File: src/rtl/vad_pkg.sv
// Package: shared types of the voice activity detector.
// Assumes nothing beyond IEEE 1800-2017 typing.
package vad_pkg;

    // Which time constant the integrator applies on this update.
    typedef enum logic {
        VAD_DIR_FALL = 1'b0,
        VAD_DIR_RISE = 1'b1
    } vad_dir_e;

endpackage : vad_pkg

File: src/rtl/vad_rectify.sv
// Module: vad_rectify
// Converts a signed two's-complement sample into an unsigned magnitude
// one bit narrower. The single code that has no positive twin (MSB set,
// all other bits clear) is clamped to the all-ones magnitude.
// Assumes: SAMPLE_W >= 2. Purely combinational.
module vad_rectify #(
    parameter int SAMPLE_W = 16,
    localparam int MAG_W   = SAMPLE_W - 1
) (
    input  logic [SAMPLE_W-1:0] sample,
    output logic [MAG_W-1:0]    magnitude
);

    logic                is_neg;
    logic                is_most_neg;
    logic [SAMPLE_W-1:0] negated;

    // Decode sign, detect the unrepresentable magnitude, form the negation.
    always_comb begin
        is_neg      = sample[SAMPLE_W-1];
        is_most_neg = is_neg && (sample[MAG_W-1:0] == '0);
        negated     = (~sample) + {{(SAMPLE_W-1){1'b0}}, 1'b1};
    end

    // Select the magnitude, saturating the most negative code.
    always_comb begin
        if (is_most_neg) begin
            magnitude = '1;
        end else if (is_neg) begin
            magnitude = negated[MAG_W-1:0];
        end else begin
            magnitude = sample[MAG_W-1:0];
        end
    end

endmodule : vad_rectify

File: src/rtl/vad_integrator.sv
// Module: vad_integrator
// Lossy first-order averager with separate rise and fall shifts:
//   acc <= acc + ((mag << FRAC_W) - acc) >>> k
// k is rise_shift when the scaled magnitude exceeds acc, else fall_shift.
// Also presents the next value (acc_next) so a follower can register a
// decision taken on the updated level in the same cycle.
// Assumes: the update cannot leave [0, mag<<FRAC_W] hull, so no overflow.
module vad_integrator
    import vad_pkg::*;
#(
    parameter int MAG_W   = 15,
    parameter int FRAC_W  = 8,
    parameter int SHIFT_W = 4,
    localparam int ACC_W  = MAG_W + FRAC_W
) (
    input  logic               clk,
    input  logic               rst_n,
    input  logic               upd,
    input  logic [MAG_W-1:0]   mag,
    input  logic [SHIFT_W-1:0] rise_shift,
    input  logic [SHIFT_W-1:0] fall_shift,
    output logic [ACC_W-1:0]   acc_q,
    output logic [ACC_W-1:0]   acc_next
);

    logic [ACC_W-1:0]        mag_scaled;
    vad_dir_e                dir;
    logic [SHIFT_W-1:0]      k;
    logic signed [ACC_W:0]   mag_x;
    logic signed [ACC_W:0]   acc_x;
    logic signed [ACC_W:0]   gap;
    logic signed [ACC_W:0]   step;
    logic signed [ACC_W:0]   sum;

    // Align the magnitude with the accumulator's binary point.
    always_comb begin
        mag_scaled = {mag, {FRAC_W{1'b0}}};
        mag_x      = {1'b0, mag_scaled};
        acc_x      = {1'b0, acc_q};
    end

    // Choose the time constant from the direction of travel.
    always_comb begin
        dir = (mag_scaled > acc_q) ? VAD_DIR_RISE : VAD_DIR_FALL;
        k   = (dir == VAD_DIR_RISE) ? rise_shift : fall_shift;
    end

    // Signed gap, arithmetic shift (floors toward minus infinity), new level.
    always_comb begin
        gap      = mag_x - acc_x;
        step     = gap >>> k;
        sum      = acc_x + step;
        acc_next = sum[ACC_W-1:0];
    end

    // Accumulator register: cleared on reset, advanced on each sample.
    always_ff @(posedge clk) begin
        if (!rst_n) begin
            acc_q <= '0;
        end else if (upd) begin
            acc_q <= acc_next;
        end
    end

endmodule : vad_integrator

File: src/rtl/vad_compare.sv
// Module: vad_compare
// Registers the activity decision: set when the level strictly exceeds
// the threshold, cleared otherwise (equality counts as inactive).
// Assumes: level and threshold share the same integer scaling.
module vad_compare #(
    parameter int MAG_W = 15
) (
    input  logic             clk,
    input  logic             rst_n,
    input  logic             upd,
    input  logic [MAG_W-1:0] level,
    input  logic [MAG_W-1:0] limit,
    output logic             active_q
);

    logic above;

    // Strict comparison of level against limit.
    always_comb begin
        above = (level > limit);
    end

    // Flag register: cleared on reset, refreshed on each sample.
    always_ff @(posedge clk) begin
        if (!rst_n) begin
            active_q <= 1'b0;
        end else if (upd) begin
            active_q <= above;
        end
    end

endmodule : vad_compare

File: src/rtl/vad_energy_detector.sv
// Module: vad_energy_detector (top)
// Voice activity detector: rectify -> lossy integrate -> threshold.
// The integer part of the integrator is exported as the energy level.
// Assumes: one sample per smp_valid strobe; inputs synchronous to clk;
// synchronous active-low reset.
module vad_energy_detector #(
    parameter int SAMPLE_W = 16,
    parameter int FRAC_W   = 8,
    parameter int SHIFT_W  = 4,
    localparam int MAG_W   = SAMPLE_W - 1
) (
    input  logic                clk,
    input  logic                rst_n,
    input  logic                smp_valid,
    input  logic [SAMPLE_W-1:0] smp_data,
    input  logic [MAG_W-1:0]    thresh,
    input  logic [SHIFT_W-1:0]  atk_shift,
    input  logic [SHIFT_W-1:0]  dcy_shift,
    output logic                vad_active,
    output logic [MAG_W-1:0]    energy
);

    localparam int ACC_W = MAG_W + FRAC_W;

    logic [MAG_W-1:0] rect_mag;
    logic [ACC_W-1:0] acc_q;
    logic [ACC_W-1:0] acc_next;
    logic [MAG_W-1:0] level_next;

    vad_rectify #(
        .SAMPLE_W (SAMPLE_W)
    ) u_rectify (
        .sample    (smp_data),
        .magnitude (rect_mag)
    );

    vad_integrator #(
        .MAG_W   (MAG_W),
        .FRAC_W  (FRAC_W),
        .SHIFT_W (SHIFT_W)
    ) u_integrator (
        .clk        (clk),
        .rst_n      (rst_n),
        .upd        (smp_valid),
        .mag        (rect_mag),
        .rise_shift (atk_shift),
        .fall_shift (dcy_shift),
        .acc_q      (acc_q),
        .acc_next   (acc_next)
    );

    // Integer parts of the present and next accumulator values.
    always_comb begin
        level_next = acc_next[ACC_W-1:FRAC_W];
        energy     = acc_q[ACC_W-1:FRAC_W];
    end

    vad_compare #(
        .MAG_W (MAG_W)
    ) u_compare (
        .clk      (clk),
        .rst_n    (rst_n),
        .upd      (smp_valid),
        .level    (level_next),
        .limit    (thresh),
        .active_q (vad_active)
    );

endmodule : vad_energy_detector

File: config.mk
export PLATFORM = sky130hd
export DESIGN_NAME = vad_energy_detector
export DESIGN_NICKNAME = d
export VERILOG_FILES = /design/src/rtl/vad_pkg.sv /design/src/rtl/vad_rectify.sv /design/src/rtl/vad_integrator.sv /design/src/rtl/vad_compare.sv /design/src/rtl/vad_energy_detector.sv
export SDC_FILE = /design/constraint.sdc
export NUM_CORES = 1
export LEC_CHECK = 0
export BUFFER_PORTS_ARGS = -buffer_cell sky130_fd_sc_hd__buf_4
export CAP_MARGIN = 20
export CORE_MARGIN = 2
export CORE_UTILIZATION = 35
export CTS_BUF_LIST = sky130_fd_sc_hd__clkbuf_8
export CTS_CLUSTER_SIZE = 10
export DETAILED_ROUTE_END_ITERATION = 16
export GPL_TIMING_DRIVEN = 0
export SLEW_MARGIN = 20
export SYNTH_ARGS = -nofsm -noshare
export SYNTH_HDL_FRONTEND = slang
export SYNTH_SLANG_ARGS = --single-unit
export TNS_END_PERCENT = 10
File: constraint.sdc
create_clock -name clk -period 12.75 [get_ports clk]
set_clock_uncertainty 0.1 [all_clocks]
set_input_delay 3.825 -clock clk [delete_from_list [all_inputs] [get_ports clk]]
set_output_delay 3.825 -clock clk [all_outputs]
set_load 0.02 [all_outputs]
Word level (Yosys, flattened, before mapping)

Index checks and enable logic that the tools add are counted.

$add $sub $neg: 3
$lt $le $gt $ge: 2
Shift-type cells: 1
Multiplexer cells: 4
Bitwise operators: 1
Reduce and logical (&&, ||, !) cells: 2

Operator list:

| cell                                          | number |
|---|---|
| two-way mux 15 bit                            | 2 |
| >>> shifter 24 x 4 -> 23 bit                  | 1 |
| subtractor 23 x 23 -> 24 bit                  | 1 |
| adder 23 bit                                  | 1 |
| greater-than comparator 23 bit                | 1 |
| adder 15 x 1 -> 15 bit, second input constant | 1 |
| greater-than comparator 15 bit                | 1 |
| logical NOT 15 bit                            | 1 |
| inverter 15 bit                               | 1 |
| two-way mux 4 bit                             | 1 |
| logical AND 1 bit                             | 1 |
| two-way mux 1 bit                             | 1 |

Register bits after elaboration: 24
Input bits: 42
Output and inout bits: 16
Logic and storage cells: 15

Logic depth before layout (Yosys ltp)

Gate-level depths: netlist of run 1.

Word-level depth: 10
Depth in mapped cells: 41
Depth with buffers taken out: 38

By module

Synthesis of run 1 repeated with hierarchy kept, for this count alone.

Cell total of the unflattened synthesis: 682
Area, all modules: 5116.2 um2

By module, submodules not included:

| module         | instances | cells each | area an instance (um2) | sequential area each (um2) |
|---|---|---|---|---|
| vad_integrator | 1         | 554        | 4251.6                 | 460.4 |
| vad_rectify    | 1         | 72         | 456.7                  | 0.0 |
| vad_compare    | 1         | 56         | 407.9                  | 20.0 |

Least setup slack after synthesis of run 1

No wires, ideal clock.

Path type: input port to flip-flop
From: input smp_data[1]
To: register u_compare.active_q
Setup time: 128 ps
Arrival: 10864 ps
Required time: 12522 ps
Path slack: 1658 ps
Stages: 37
Path buffers: 4
Cell sequence: or3_1 or4_1 o31ai_1 xor2_1 nand2_1 ha_1 buf_4 nand4_1 or3_1 o31a_1 o21a_2 mux2_4 buf_6 clkbuf_1 clkbuf_1 nor2_1 a211oi_1 o22a_1 ha_1 inv_1 fa_1 nand2b_1 a21oi_1 o211ai_1 a311oi_1 o31ai_1 o21ai_0 xnor2_1 xnor2_1 ha_1 nand4_1 nor2_1 nand2_1 nand2_1 nor2_1 a21oi_1 a21boi_0

Longest elaborated chain between the ends: 10
Elaborated cells between the ends (all ways): 13
Classes of those cells: add/sub (3); order compare (2); shift (1); mux (4); bitwise (1); reduce/logical (2)

RTL lines:

| item                             | RTL line                  | text |
|---|---|---|
| start, declared                  | vad_energy_detector.sv:15 | `input logic [SAMPLE_W-1:0] smp_data,` |
| inverter 15 bit                  | vad_rectify.sv:22         | `negated = (~sample) + {{(SAMPLE_W-1){1'b0}}, 1'b1};` |
| adder 15 x 1 -> 15 bit           | vad_rectify.sv:22         |  |
| two-way mux 15 bit               | vad_rectify.sv:29         | `end else if (is_neg) begin` |
| two-way mux 15 bit *             | vad_rectify.sv:27         | `if (is_most_neg) begin` |
| greater-than comparator 23 bit   | vad_integrator.sv:44      | `dir = (mag_scaled > acc_q) ? VAD_DIR_RISE : VAD_DIR_FALL;` |
| two-way mux 1 bit                | vad_integrator.sv:44      |  |
| two-way mux 4 bit                | vad_integrator.sv:45      | `k = (dir == VAD_DIR_RISE) ? rise_shift : fall_shift;` |
| >>> shifter 24 x 4 -> 23 bit *   | vad_integrator.sv:51      | `step = gap >>> k;` |
| adder 23 bit *                   | vad_integrator.sv:52      | `sum = acc_x + step;` |
| via acc_next[22]                 | vad_energy_detector.sv:27 | `logic [ACC_W-1:0] acc_next;` |
| greater-than comparator 15 bit * | vad_compare.sv:20         | `above = (level > limit);` |
| end signal, assigned             | vad_compare.sv:28         | `active_q <= above;` |
| end, declared                    | vad_compare.sv:13         | `output logic active_q` |

The timed path passes the listed nets; every way through them passes the cells marked *.
A chain may end at the register's enable or synchronous reset.

Worst setup path after layout of run 1

From: input smp_data[0]
To: register u_compare.active_q

Same word-level chain as after synthesis.

==> reports/metrics.sh, run 1 <==
RUN_STATUS='complete, no violations'
CTS.HTREE.LEVELS=1
MOSTFREQUENTLAYOUTCELLS='71 x buf_4, 64 x nand2_1, 55 x ha_1'
GRT_START_MAX_NET_PINS=14
PORTBUFFERS=54
PLACE_CONGESTION=0.9126
POST-ROUTE-MIN-PERIOD_NS=11.96
NUMBER_OF_ANTENNA_VIOLATIONS_AT_THE_FIRST_CHECK_IN_GLOBAL_ROUTING=1
TOTAL_POWER_uW=1798
CLOCK_SINKS=24
FIN_CELLS=978
SYNTH_TOP_CELL_BY_AREA='ha_1'
SLEW_VIOLATIONS=0
TIMING.SETUP.TNS_NS=0
SYNTH_CELL_TYPES=75
FIN_CRIT_SH_PCT=93.83
DRC=0
SYNTH_TOP_CELLS_BY_AREA='ha_1 13%, dfxtp_1 9.0%, mux2i_1 7.1%'
CLKSLEWWORSTSETUPHOLDPATHS_NS=0.09
GLOBALROUTETOTALUTIL_PCT=19.06
POSTSYNTH.TOPFLOPCELL='dfxtp_1'
SYN-NUM-NETS=831
SYNTH.FF_LATCH_COUNT=24
GLOBAL_ROUTE_WIRE_LENGTH_BEFORE_REPAIR_UM=25380
DP_HPWL_UM=12900
WORSTPATHARRIVAL_NS=12.04
DIE_HEIGHT_UM=127.4
WORST_SLEW_PIN_SLEW_NS=0.8412
MET2_USAGE_PCT=30.64
CRITPATHSLOWESTCELL='or4_1'
ROUTED_WL_UM=15660
DIODES=0
MIN-DELAY-PATH-CLASS='reg -> reg'
CRITICAL_PATH_CLASS='in -> reg'
DRTITER0DRC=344
CRITICAL-PATH-TOP-CELL-BY-COUNT='o21a_1'
VIAS_PER_INSTANCE=5.586
CRITPATHREQUIREDTIME_NS=12.82
SYNTH.CELL_AREA_UM2=5329
YOSYSSEQAREASHARE_PCT=9.016
PLACEMENT.CELL_AREA_UM2=5969
DRIVE_ABOVE_1_SHARE_PCT=14.05
GLOBALROUTEMET3UTIL_PCT=2.513
SYNTH_LARGEST_TYPE_AREA_FRACTION_PCT=12.91
DETAILEDROUTE.FIRSTPASSITERATIONCOUNT=7
ROUTED_WIRE_LENGTH_PER_INSTANCE_UM=16.01
LAYER_WITH_THE_HIGHEST_USAGE='met2'
CTS_BUFFERS=3
YOSYSWARNINGS=0
POSTSYNTHCELLCOUNT=733
FP.COREAREA_UM2=15030
TIMING_HOLD_VIOLATIONS_FINAL=0
MAX-CLOCK-PATH-BUFFERS=2
CELLLEAKAGEPOWER_uW=0.002755
POWER.DENSITY_nW_PER_UM2=298.6
POST-CTS-SETUP-BUFFER-COUNT=0
CRITICAL_PATH_PEAK_FANOUT=10
ANT_NETS=0
START_UTIL_PCT=35.45
WORSTSETUPSTARTPOINTTYPE='input pin'
DETAILROUTE.VIA_COUNT=5463
FINAL_NET_COUNT=889
GRT_PASS1_VIAS=4947
CLK_LATENCY_NS=0.28
ROW_COUNT=45
MAX-CAP-VIOLATIONS=0
DIEAREA_UM2=16230
SYN-MEAN-INSTANCE-AREA_UM2=7.270
AREA_GROWTH_SYN_TO_LAYOUT_PCT=12.98
PLACEMENT.SETUP.WORST_SLACK_NS=0.2581
DIE_W_UM=127.4
FINAL_AREA_UM2=6021
FINAL_COMMON_CELL='buf_4'
HOLD_BUFFERS=0
SETUP_VIOLATING_ENDPOINT_COUNT_IN_THE_FINAL_REPORT=0
PEAKVDDDROP_mV=0.1257
WORST_PATH_LARGEST_CELL_DELAY_NS=0.50
SYNTHARSTFLOPSHARE_PCT=0
POST_PLACEMENT_CELL_COUNT=975
GRT_USE_MET1_PCT=27.28
CLOCKROOTBUFFER='clkbuf_8'
FIN_WS_NS=0.7870
CRIT_PATH_END_KIND='flop'
GRT_OVERFLOW=0
CTS_TREE='done'
FLOORPLAN.IO_PINS=58
GRT_SETUP_UNREPAIRED='false'
TIMING.SLEW.HEADROOM_PCT=43.92
NUMBER_OF_SYNTHESIZED_FLOPS_WITH_AN_ENABLE_PIN=0
TIMING.FMAX_MHz=83.59
REG2REG_SETUP_SLACK_NS=5.41
==> what timing repair did <==
action / in CTS / in global routing
gates resized for setup: 0 / 1
endpoints found under the hold margin: 0 / 0
endpoints found under the setup margin: 0 / 1
==> cell usage after synthesis (all sizes together), types with 4 or more instances <==
library cell and instances:
nand2 64, ha 55, nor2 52, a21oi 51, inv 44, mux2i 40
o21ai 39, buf 29, dfxtp 24, a21o 23, clkbuf 23, xnor2 23
xor2 23, nor2b 21, nand3 19, nor3 18, mux2 17, o21a 16
a211oi 11, nand2b 10, a31oi 9, o31ai 8, and3 7, o211ai 7
or3 7, a221oi 6, nand3b 6, and4 5, nand4 5, nor4 5
a211o 4, a21boi 4, o21bai 4, or4 4
==> metal layers <==
| metal | vias to the layer above | part of all wire [%] |
|---|---|---|
| li1 | 2790 | - |
| met3 | 16 | 4.5 |
| met1 | 2529 | 48 |
| met4 | 0 | 2.1 |
| met5 | - | 0 |
| met2 | 128 | 45 |
==> flip-flops by register name, summed over array words and instances, names as in the netlist <==
register,cells
u_compare.active_q,1
u_integrator.acc_q,23
==> through the flow <==
step | utilization (%) | hold WS [ns]
final | 40.05 | 0.4467
after global routing | 40.05 | 0.4628
after CTS | 40.07 | 0.4409
after detailed placement | 39.71 | 0.4275
after global placement | 39.71 | 0.4254
after floorplan | - | 0.3830
==> area by class of cell <==
| type | count | area (um2) |
|---|---|---|
| clock buffers | 4 | 55.05 |
| inverters | 44 | 165.2 |
| repair buffers | 54 | 405.4 |
| plain buffers | 51 | 274.0 |
| well taps | 188 | 235.2 |
| flip-flops and latches | 24 | 480.5 |
| fillers | 1631 | 9012 |
| multi-input cells | 613 | 4405 |
==> power breakdown <==
| group | internal, uW | leakage [uW] | switching (uW) |
|---|---|---|---|
| combinational | 702 | 0.00253 | 906 |
| clock | 27.7 | 0.0000288 | 27.3 |
| sequential | 99.9 | 0.000198 | 34.3 |
| total | 830 | 0.00276 | 968 |
==> logic make-up (layout without fill, tap and decap cells) <==
| group | Yosys count | after routing | share of synthesized area [%] |
|---|---|---|---|
| buf+inv | 96 | 153 | 8.312 |
| fa+ha+maj | 56 | 56 | 13.29 |
| mux | 58 | 58 | 11.95 |
| flops | 24 | 24 | 9.016 |
| xor+xnor | 46 | 46 | 7.560 |
| simple gates | 234 | 234 | 22.05 |
| compound gates | 219 | 219 | 27.82 |
==> final timing paths <==
check | from | to | cells after the start
min reg2reg | u_integrator.acc_q[12] | u_integrator.acc_q[12] | 2
max reg2reg | u_integrator.acc_q[16] | u_compare.active_q | 31
max | smp_data[0] | u_compare.active_q | 39
min | u_integrator.acc_q[12] | u_integrator.acc_q[12] | 2
==> worst max-delay path: cells and delay by family <==
family,cells,cell delay (ns)
compound gates,17,3.40
simple gates,8,1.80
buf+inv,6,1.20
fa+ha+maj,4,0.87
mux,3,0.76
xor+xnor,1,0.17
Note: power is estimated with default switching activity, not from simulation.
==> run 2: changes to the inputs <==
Settings changed: MAX_ROUTING_LAYER set to met4.
==> reports/metrics.sh, run 2 (same netlist as run 1, synthesis figures left out) <==
CLOCK_POWER_SHARE_PCT=3.1  # about the same
TIMING.FMAX_MHz=82.99  # was 83.59 MHz
CRITPATHREQUIREDTIME_NS=12.82  # about the same
WORSTHOLDSTART='u_integrator.acc_q[12]'  # unchanged
POWER.DENSITY_nW_PER_UM2=298.5  # was 298.6 nW/um2
FP.COREAREA_UM2=15030  # unchanged
POST-ROUTE-MIN-PERIOD_NS=12.05  # was 11.96 ns
CRIT_BUF_INV=6  # unchanged
MOSTFREQUENTLAYOUTCELLS='71 x buf_4, 64 x nand2_1, 55 x ha_1'  # unchanged
CRIT_PATH_END_KIND='flop'  # unchanged
CLKSLEWWORSTSETUPHOLDPATHS_NS=0.09  # about the same
CTS.HTREE.LEVELS=1  # unchanged
REG2REG_SETUP_SLACK_NS=5.34  # was 5.41 ns
FINAL_COMMON_CELL='buf_4'  # unchanged
TIMING_HOLD_VIOLATIONS_FINAL=0  # unchanged
CLOCKROOTBUFFER='clkbuf_8'  # unchanged
WORST_SLEW_PIN_SLEW_NS=0.8567  # was 0.8412 ns
HOLDPATHSTAGES=2  # unchanged
RELATIVE_CONTRIBUTION_OF_COMBINATIONAL_CELLS_TO_TOTAL_POWER_PCT=89.4  # was 89.5%
CRITICAL-PATH-TOP-CELL-BY-COUNT='o21a_1'  # unchanged
CRITPATHTOPFAMILY='compound AO/OA/AOI/OAI gates'  # unchanged
WORST_PATH_LARGEST_CELL_DELAY_NS=0.60  # was 0.50 ns
SLEW_VIOLATIONS=0  # unchanged
CRITICAL_PATH_CLASS='in -> reg'  # unchanged
WORSTPATHARRIVAL_NS=12.12  # was 12.04 ns
GLOBALROUTETOTALUTIL_PCT=19.56  # was 19.06%
TOTAL_POWER_uW=1797  # was 1798 uW
TIMING.SETUP.TNS_NS=0  # unchanged
CELLINTERNALPOWER_uW=830.1  # was 830.0 uW
HOLDPATHEND='u_integrator.acc_q[12]'  # unchanged
PEAKVDDDROP_mV=0.09787  # was 0.1257 mV
ROUTED_WIRE_LENGTH_PER_INSTANCE_UM=16.08  # was 16.01 um
REG2REG_TO='u_compare.active_q'  # unchanged
ROW_COUNT=45  # unchanged
SEQ_POWER_SHARE_PCT=7.5  # about the same
CELLLEAKAGEPOWER_uW=0.002755  # unchanged
DIEAREA_UM2=16230  # unchanged
CTS_TREE='done'  # unchanged
PLACE_CONGESTION=0.9251  # was 0.9126
DRC=0  # unchanged
POST-ROUTE-UTIL_PCT=40.05  # unchanged
RUN_STATUS='complete, no violations'  # unchanged
DIE_HEIGHT_UM=127.4  # unchanged
START_UTIL_PCT=35.45  # unchanged
NUMBER_OF_ANTENNA_VIOLATIONS_AT_THE_FIRST_CHECK_IN_GLOBAL_ROUTING=0  # was 1
POWER.SWITCHING_FRACTION_PCT=53.81  # was 53.84%
FLOORPLAN.IO_PINS=58  # unchanged
ANT_NETS=0  # unchanged
DIODES=0  # unchanged
MAX-CLOCK-PATH-BUFFERS=2  # unchanged
CRITPATHSLOWESTCELL='mux2i_2'  # was or4_1
GRT_START_MAX_NET_PINS=14  # unchanged
WORSTSETUPSTARTPOINTTYPE='input pin'  # unchanged
GLOBAL_ROUTE_WIRE_LENGTH_BEFORE_REPAIR_UM=24990  # was 25380 um
MAX-CAP-VIOLATIONS=0  # unchanged
NETSWITCHINGPOWER_uW=967.2  # was 967.9 uW
SETUP_VIOLATING_ENDPOINT_COUNT_IN_THE_FINAL_REPORT=0  # unchanged
WORSTREG2REGSTART='u_integrator.acc_q[16]'  # unchanged
WORSTREGTOREGCELLS=29  # was 31
DP_HPWL_UM=12900  # about the same
GRT_OVERFLOW=0  # unchanged
CTS_BUFFERS=3  # unchanged
HOLD_BUFFERS=0  # unchanged
CLOCK_SINKS=24  # unchanged
LARGEST_REGISTER_FF_COUNT=23  # unchanged
FIN_CRIT_SH_PCT=94.51  # was 93.83%
LARGESTREGISTERS='u_integrator.acc_q: 23 flops, u_compare.active_q: 1 flops'  # unchanged
CRITICAL_PATH_PEAK_FANOUT=10  # unchanged
FINAL_NET_COUNT=889  # unchanged
CLK_LATENCY_NS=0.28  # about the same
PORTBUFFERS=54  # unchanged
REGISTER_BANK_WITH_THE_MOST_FLOPS='u_integrator.acc_q'  # unchanged
AREA_GROWTH_SYN_TO_LAYOUT_PCT=12.98  # unchanged
GRT_SETUP_UNREPAIRED='false'  # unchanged
DETAILEDROUTE.FIRSTPASSITERATIONCOUNT=5  # was 7
ROUTED_WL_UM=15720  # was 15660 um
MIN-DELAY-PATH-CLASS='reg -> reg'  # unchanged
GRT_PASS1_VIAS=4806  # was 4947
DRIVE_ABOVE_1_SHARE_PCT=14.05  # unchanged
DRTITER0DRC=453  # was 344
TIMING.SLEW.HEADROOM_PCT=42.88  # was 43.92%
DETAILROUTE.VIA_COUNT=5476  # was 5463
DIE_W_UM=127.4  # unchanged
VIAS_PER_INSTANCE=5.599  # was 5.586
run 2: final cells by class:
type / instances / area (um2)
Fill cell: 1605 / 9012
Multi-Input combinational cell: 613 / 4405
Sequential cell: 24 / 480.5
Timing Repair Buffer: 54 / 405.4
Buffer: 51 / 274.0
Tap cell: 188 / 235.2
Inverter: 44 / 165.2
Clock buffer: 4 / 55.05
run 2: routing by layer:
layer  GRT usage (%)  part of all wire [%]  vias up
met1           27.24                    49     2561
met5               -                     0        -
li1                -                     -     2789
met2           31.17                    46      111
met4           3.038                   1.5        0
met3           2.219                   3.6       15
run 2: worst min-delay path: cells and delay by family (launching register included):
kind / cells / cell delay [ns]
AOI/OAI and AO/OA: 1 / 0.07
DFF: 1 / 0.36
and+or+nand+nor: 1 / 0.08
run 2: how the worst max path moves through the flow:
| stage | startpoint | to | depth (start not counted) |
|---|---|---|---|
| finish | smp_data[0] | u_compare.active_q | 37 |
| CTS | smp_data[0] | u_compare.active_q | 41 |
| global placement | smp_data[0] | u_compare.active_q | 41 |
| floorplan | smp_data[1] | u_compare.active_q | 37 |
| global route | smp_data[1] | u_compare.active_q | 39 |
| detailed placement | smp_data[0] | u_compare.active_q | 41 |
run 2: what timing repair did:
item | in CTS | in global routing
setup buffers | 0 | 0
setup endpoints to repair | 0 | 1
resized for setup | 0 | 1
run 2: power by group through the flow:
stage	logic, uW	clock network [uW]	registers (uW)
after global routing	1780	61.2	140
after floorplan	1250	0	122
after global placement	1580	0	138
after CTS	1590	57.7	136
final	1610	56.1	135
after detailed placement	1580	0	137
run 2: stage by stage:
step | cells | hold slack [ns] | cell area (um2) | worst slack (ns)
2_1_floorplan | 733 | 0.3830 | 5329 | 1.658
3_3_place_gp | 975 | 0.4277 | 5969 | 0.3231
3_5_place_dp | 975 | 0.4386 | 5969 | 0.2635
4_1_cts | 979 | 0.4503 | 6025 | 0.5614
5_1_grt | 978 | 0.4819 | 6021 | 0.06990
6_report | 978 | 0.4493 | 6021 | 0.6999
==> run 3: changes to the inputs <==
Settings changed: ABC_AREA set to 1.
==> reports/metrics.sh, run 3 <==
WORSTHOLDSTART='u_compare.active_q'  # was u_integrator.acc_q[12]
FIN_CRIT_SH_PCT=88.44  # was 94.51%
GLOBALROUTETOTALUTIL_PCT=20.79  # was 19.56%
N_FILL_CELL=1612  # was 1605
WORSTSETUPSTARTPOINTTYPE='input pin'  # unchanged
CLOCKROOTBUFFER='clkbuf_8'  # unchanged
YOSYSWARNINGS=0  # unchanged
REGISTER_BANK_WITH_THE_MOST_FLOPS='u_integrator.acc_q'  # unchanged
CRIT_BUF_INV=10  # was 6
POST-ROUTE-MIN-PERIOD_NS=11.28  # was 12.05 ns
DETAILEDROUTE.FIRSTPASSITERATIONCOUNT=5  # unchanged
TIMING.SLEW.HEADROOM_PCT=55.50  # was 42.88%
DIE_W_UM=126.6  # was 127.4 um
START_UTIL_PCT=36.05  # was 35.45%
CRITPATHTOPFAMILY='compound AO/OA/AOI/OAI gates'  # unchanged
DIE_HEIGHT_UM=126.6  # was 127.4 um
HOLD_BUFFERS=0  # unchanged
REG2REG_TO='u_compare.active_q'  # unchanged
AREA_GROWTH_SYN_TO_LAYOUT_PCT=13.59  # was 12.98%
CTS_TREE='done'  # unchanged
LARGEST_REGISTER_FF_COUNT=23  # unchanged
RUN_STATUS='complete, no violations'  # unchanged
TIMING_HOLD_VIOLATIONS_FINAL=0  # unchanged
HOLDPATHSTAGES=2  # unchanged
SYNTH_LARGEST_TYPE_AREA_FRACTION_PCT=18.70  # was 12.91%
POST-CTS-SETUP-BUFFER-COUNT=0  # unchanged
MOSTFREQUENTLAYOUTCELLS='262 x nand2_1, 141 x inv_1, 73 x buf_4'  # was 71 x buf_4, 64 x nand2_1, 55 x ha_1
MIN-DELAY-PATH-CLASS='reg -> reg'  # unchanged
SYNTH_TOP_FAMILY_BY_AREA='simple AND/OR/NAND/NOR gates'  # was compound AO/OA/AOI/OAI gates
SETUP_VIOLATING_ENDPOINT_COUNT_IN_THE_FINAL_REPORT=0  # unchanged
GRT_OVERFLOW=0  # unchanged
SYNTH_TOP_CELLS_BY_COUNT='262 x nand2_1, 141 x inv_1, 67 x a21oi_1'  # was 64 x nand2_1, 55 x ha_1, 52 x nor2_1
SYNTHARSTFLOPSHARE_PCT=0  # unchanged
SLEW_VIOLATIONS=0  # unchanged
ROUTED_WIRE_LENGTH_PER_INSTANCE_UM=13.85  # was 16.08 um
PROPORTION_OF_SYNTHESIZED_AREA_IN_MUX_CELLS_PCT=0  # was 11.95%
WORST_SLEW_PIN_SLEW_NS=0.6605  # was 0.8567 ns
DIODES=0  # unchanged
GRT_PASS1_VIAS=5331  # was 4806
CRITICAL_PATH_CLASS='in -> reg'  # unchanged
SYNTH_TOP_CELLS_BY_AREA='nand2_1 19%, ha_1 13%, inv_1 10%'  # was ha_1 13%, dfxtp_1 9.0%, mux2i_1 7.1%
WORST_PATH_LARGEST_CELL_DELAY_NS=0.57  # was 0.60 ns
FP.COREAREA_UM2=14590  # was 15030 um2
POSTSYNTH.TOPFLOPCELL='dfxtp_1'  # unchanged
GRT_SETUP_UNREPAIRED='false'  # unchanged
SYNTH_SIMPLE_GATE_AREA_SHARE_PCT=35.76  # was 22.05%
TIMING.SETUP.TNS_NS=0  # unchanged
CLKSLEWWORSTSETUPHOLDPATHS_NS=0.10  # was 0.09 ns
DRTITER0DRC=426  # was 453
DRC=0  # unchanged
SYNTH_TOP_CELL_BY_AREA='nand2_1'  # was ha_1
LARGESTREGISTERS='u_integrator.acc_q: 23 flops, u_compare.active_q: 1 flops'  # unchanged
DP_HPWL_UM=13970  # was 12900 um
FLOORPLAN.IO_PINS=58  # unchanged
REG2REG_SETUP_SLACK_NS=6.34  # was 5.34 ns
CTS.HTREE.LEVELS=1  # unchanged
MAX-CLOCK-PATH-BUFFERS=2  # unchanged
PLACE_CONGESTION=0.9609  # was 0.9251
WORSTPATHARRIVAL_NS=11.39  # was 12.12 ns
MAX-CAP-VIOLATIONS=0  # unchanged
SYNTH_COMPOUND_GATE_AREA_SHARE_PCT=19.20  # was 27.82%
CRITPATHREQUIREDTIME_NS=12.87  # was 12.82 ns
CRIT_PATH_END_KIND='flop'  # unchanged
SYN-NUM-NETS=1029  # was 831
DETAILROUTE.VIA_COUNT=5848  # was 5476
CTS_BUFFERS=3  # unchanged
PORTBUFFERS=55  # was 54
SYNTHXORXNORAREAFRAC_PCT=6.995  # was 7.560%
CRITPATHSLOWESTCELL='o21ai_0'  # was mux2i_2
CTS_RESIZED=0  # unchanged
SYN-MEAN-INSTANCE-AREA_UM2=5.649  # was 7.270 um2
NUMBER_OF_SYNTHESIZED_FLOPS_WITH_AN_ENABLE_PIN=0  # unchanged
CLOCK_SINKS=24  # unchanged
ROW_COUNT=44  # was 45
DOMINANT_CELL_BY_COUNT_IN_THE_SYNTHESIZED_NETLIST='nand2_1'  # unchanged
FINAL_NET_COUNT=1089  # was 889
CRITICAL_PATH_PEAK_FANOUT=10  # unchanged
CLK_LATENCY_NS=0.28  # about the same
SYNTH_CELL_TYPES=42  # was 75
ROUTED_WL_UM=16260  # was 15720 um
WORSTREG2REGSTART='u_integrator.acc_q[10]'  # was u_integrator.acc_q[16]
ANT_NETS=0  # unchanged
WORSTREGTOREGCELLS=39  # was 29
SYNTH.CELL_AREA_UM2=5259  # was 5329 um2
GRT_START_MAX_NET_PINS=15  # was 14
ADDER_CELL_SHARE_OF_THE_SYNTHESIZED_AREA_PCT=13.47  # was 13.29%
GLOBAL_ROUTE_WIRE_LENGTH_BEFORE_REPAIR_UM=26390  # was 24990 um
HOLDPATHEND='u_compare.active_q'  # was u_integrator.acc_q[12]
NUMBER_OF_ANTENNA_VIOLATIONS_AT_THE_FIRST_CHECK_IN_GLOBAL_ROUTING=0  # unchanged
VIAS_PER_INSTANCE=4.981  # was 5.599
POSTSYNTHCELLCOUNT=931  # was 733
FINAL_COMMON_CELL='nand2_1'  # was buf_4
PATH_DEPTH=51  # was 37
DIEAREA_UM2=16020  # was 16230 um2
DRIVE_ABOVE_1_SHARE_PCT=12.83  # was 14.05%
SYNTH.FF_LATCH_COUNT=24  # unchanged
YOSYSSEQAREASHARE_PCT=9.136  # was 9.016%
TIMING.FMAX_MHz=88.69  # was 82.99 MHz
CRITICAL-PATH-TOP-CELL-BY-COUNT='nand2_1'  # was o21a_1
[run 3: tightest hold or removal path: stages (launching register included)]
cell	delay [ns]
dfxtp_1	0.33
nand2_1	0.06
a21oi_1	0.05
[run 3: per-layer routing]
metal  track usage [%]  routed length (um)
met1             29.34                8039
met2             32.84                7197
met3             1.434                 785
met4             4.137                 233
met5                 -                   0
[run 3: cell families (layout without fill, tap and decap cells)]
family	after synthesis	after routing
AO/OA/AOI/OAI	182	182
XOR/XNOR	42	42
adder cells (fa/ha/maj)	56	56
buffers and inverters	189	248
flip-flops	24	24
AND/OR/NAND/NOR	438	438
[run 3: per-stage QoR]
stage | cells | hold WS, ns | instance area [um2] | worst slack [ns] | util [%]
6_report | 1174 | 0.3795 | 5973 | 1.475 | 40.94
5_1_grt | 1174 | 0.4230 | 5973 | 0.5901 | 40.94
4_1_cts | 1174 | 0.3904 | 5973 | 1.527 | 40.94
3_5_place_dp | 1170 | 0.3756 | 5902 | 1.240 | 40.45
3_3_place_gp | 1170 | 0.3717 | 5902 | 1.282 | 40.45
2_1_floorplan | 931 | 0.4082 | 5259 | 2.727 | -
[run 3: final cells by class]
type / instances / area, um2 / share of cell area [%]
repair buffers: 55 / 412.9 / 6.912
inverters: 149 / 559.3 / 9.363
clock inverters: 1 / 30.03 / 0.5027
clock buffers: 3 / 41.29 / 0.6912
plain buffers: 40 / 252.7 / 4.231
multi-input cells: 718 / 3966 / 66.40
flip-flops and latches: 24 / 480.5 / 8.044
well taps: 184 / 230.2 / 3.854
[run 3: worst max path at each step]
stage | start | to | slack [ns]
after global placement | smp_data[0] | u_compare.active_q | 1.28
final | smp_data[0] | u_compare.active_q | 1.47
after floorplan | smp_data[0] | u_compare.active_q | 2.73
after detailed placement | smp_data[0] | u_compare.active_q | 1.24
after global routing | smp_data[0] | u_compare.active_q | 0.59
after CTS | smp_data[0] | u_compare.active_q | 1.53
Power of run 3 is left out: the tool's default activity adds up to more than one toggle a clock period on the data nets, which glitch-free logic cannot reach.
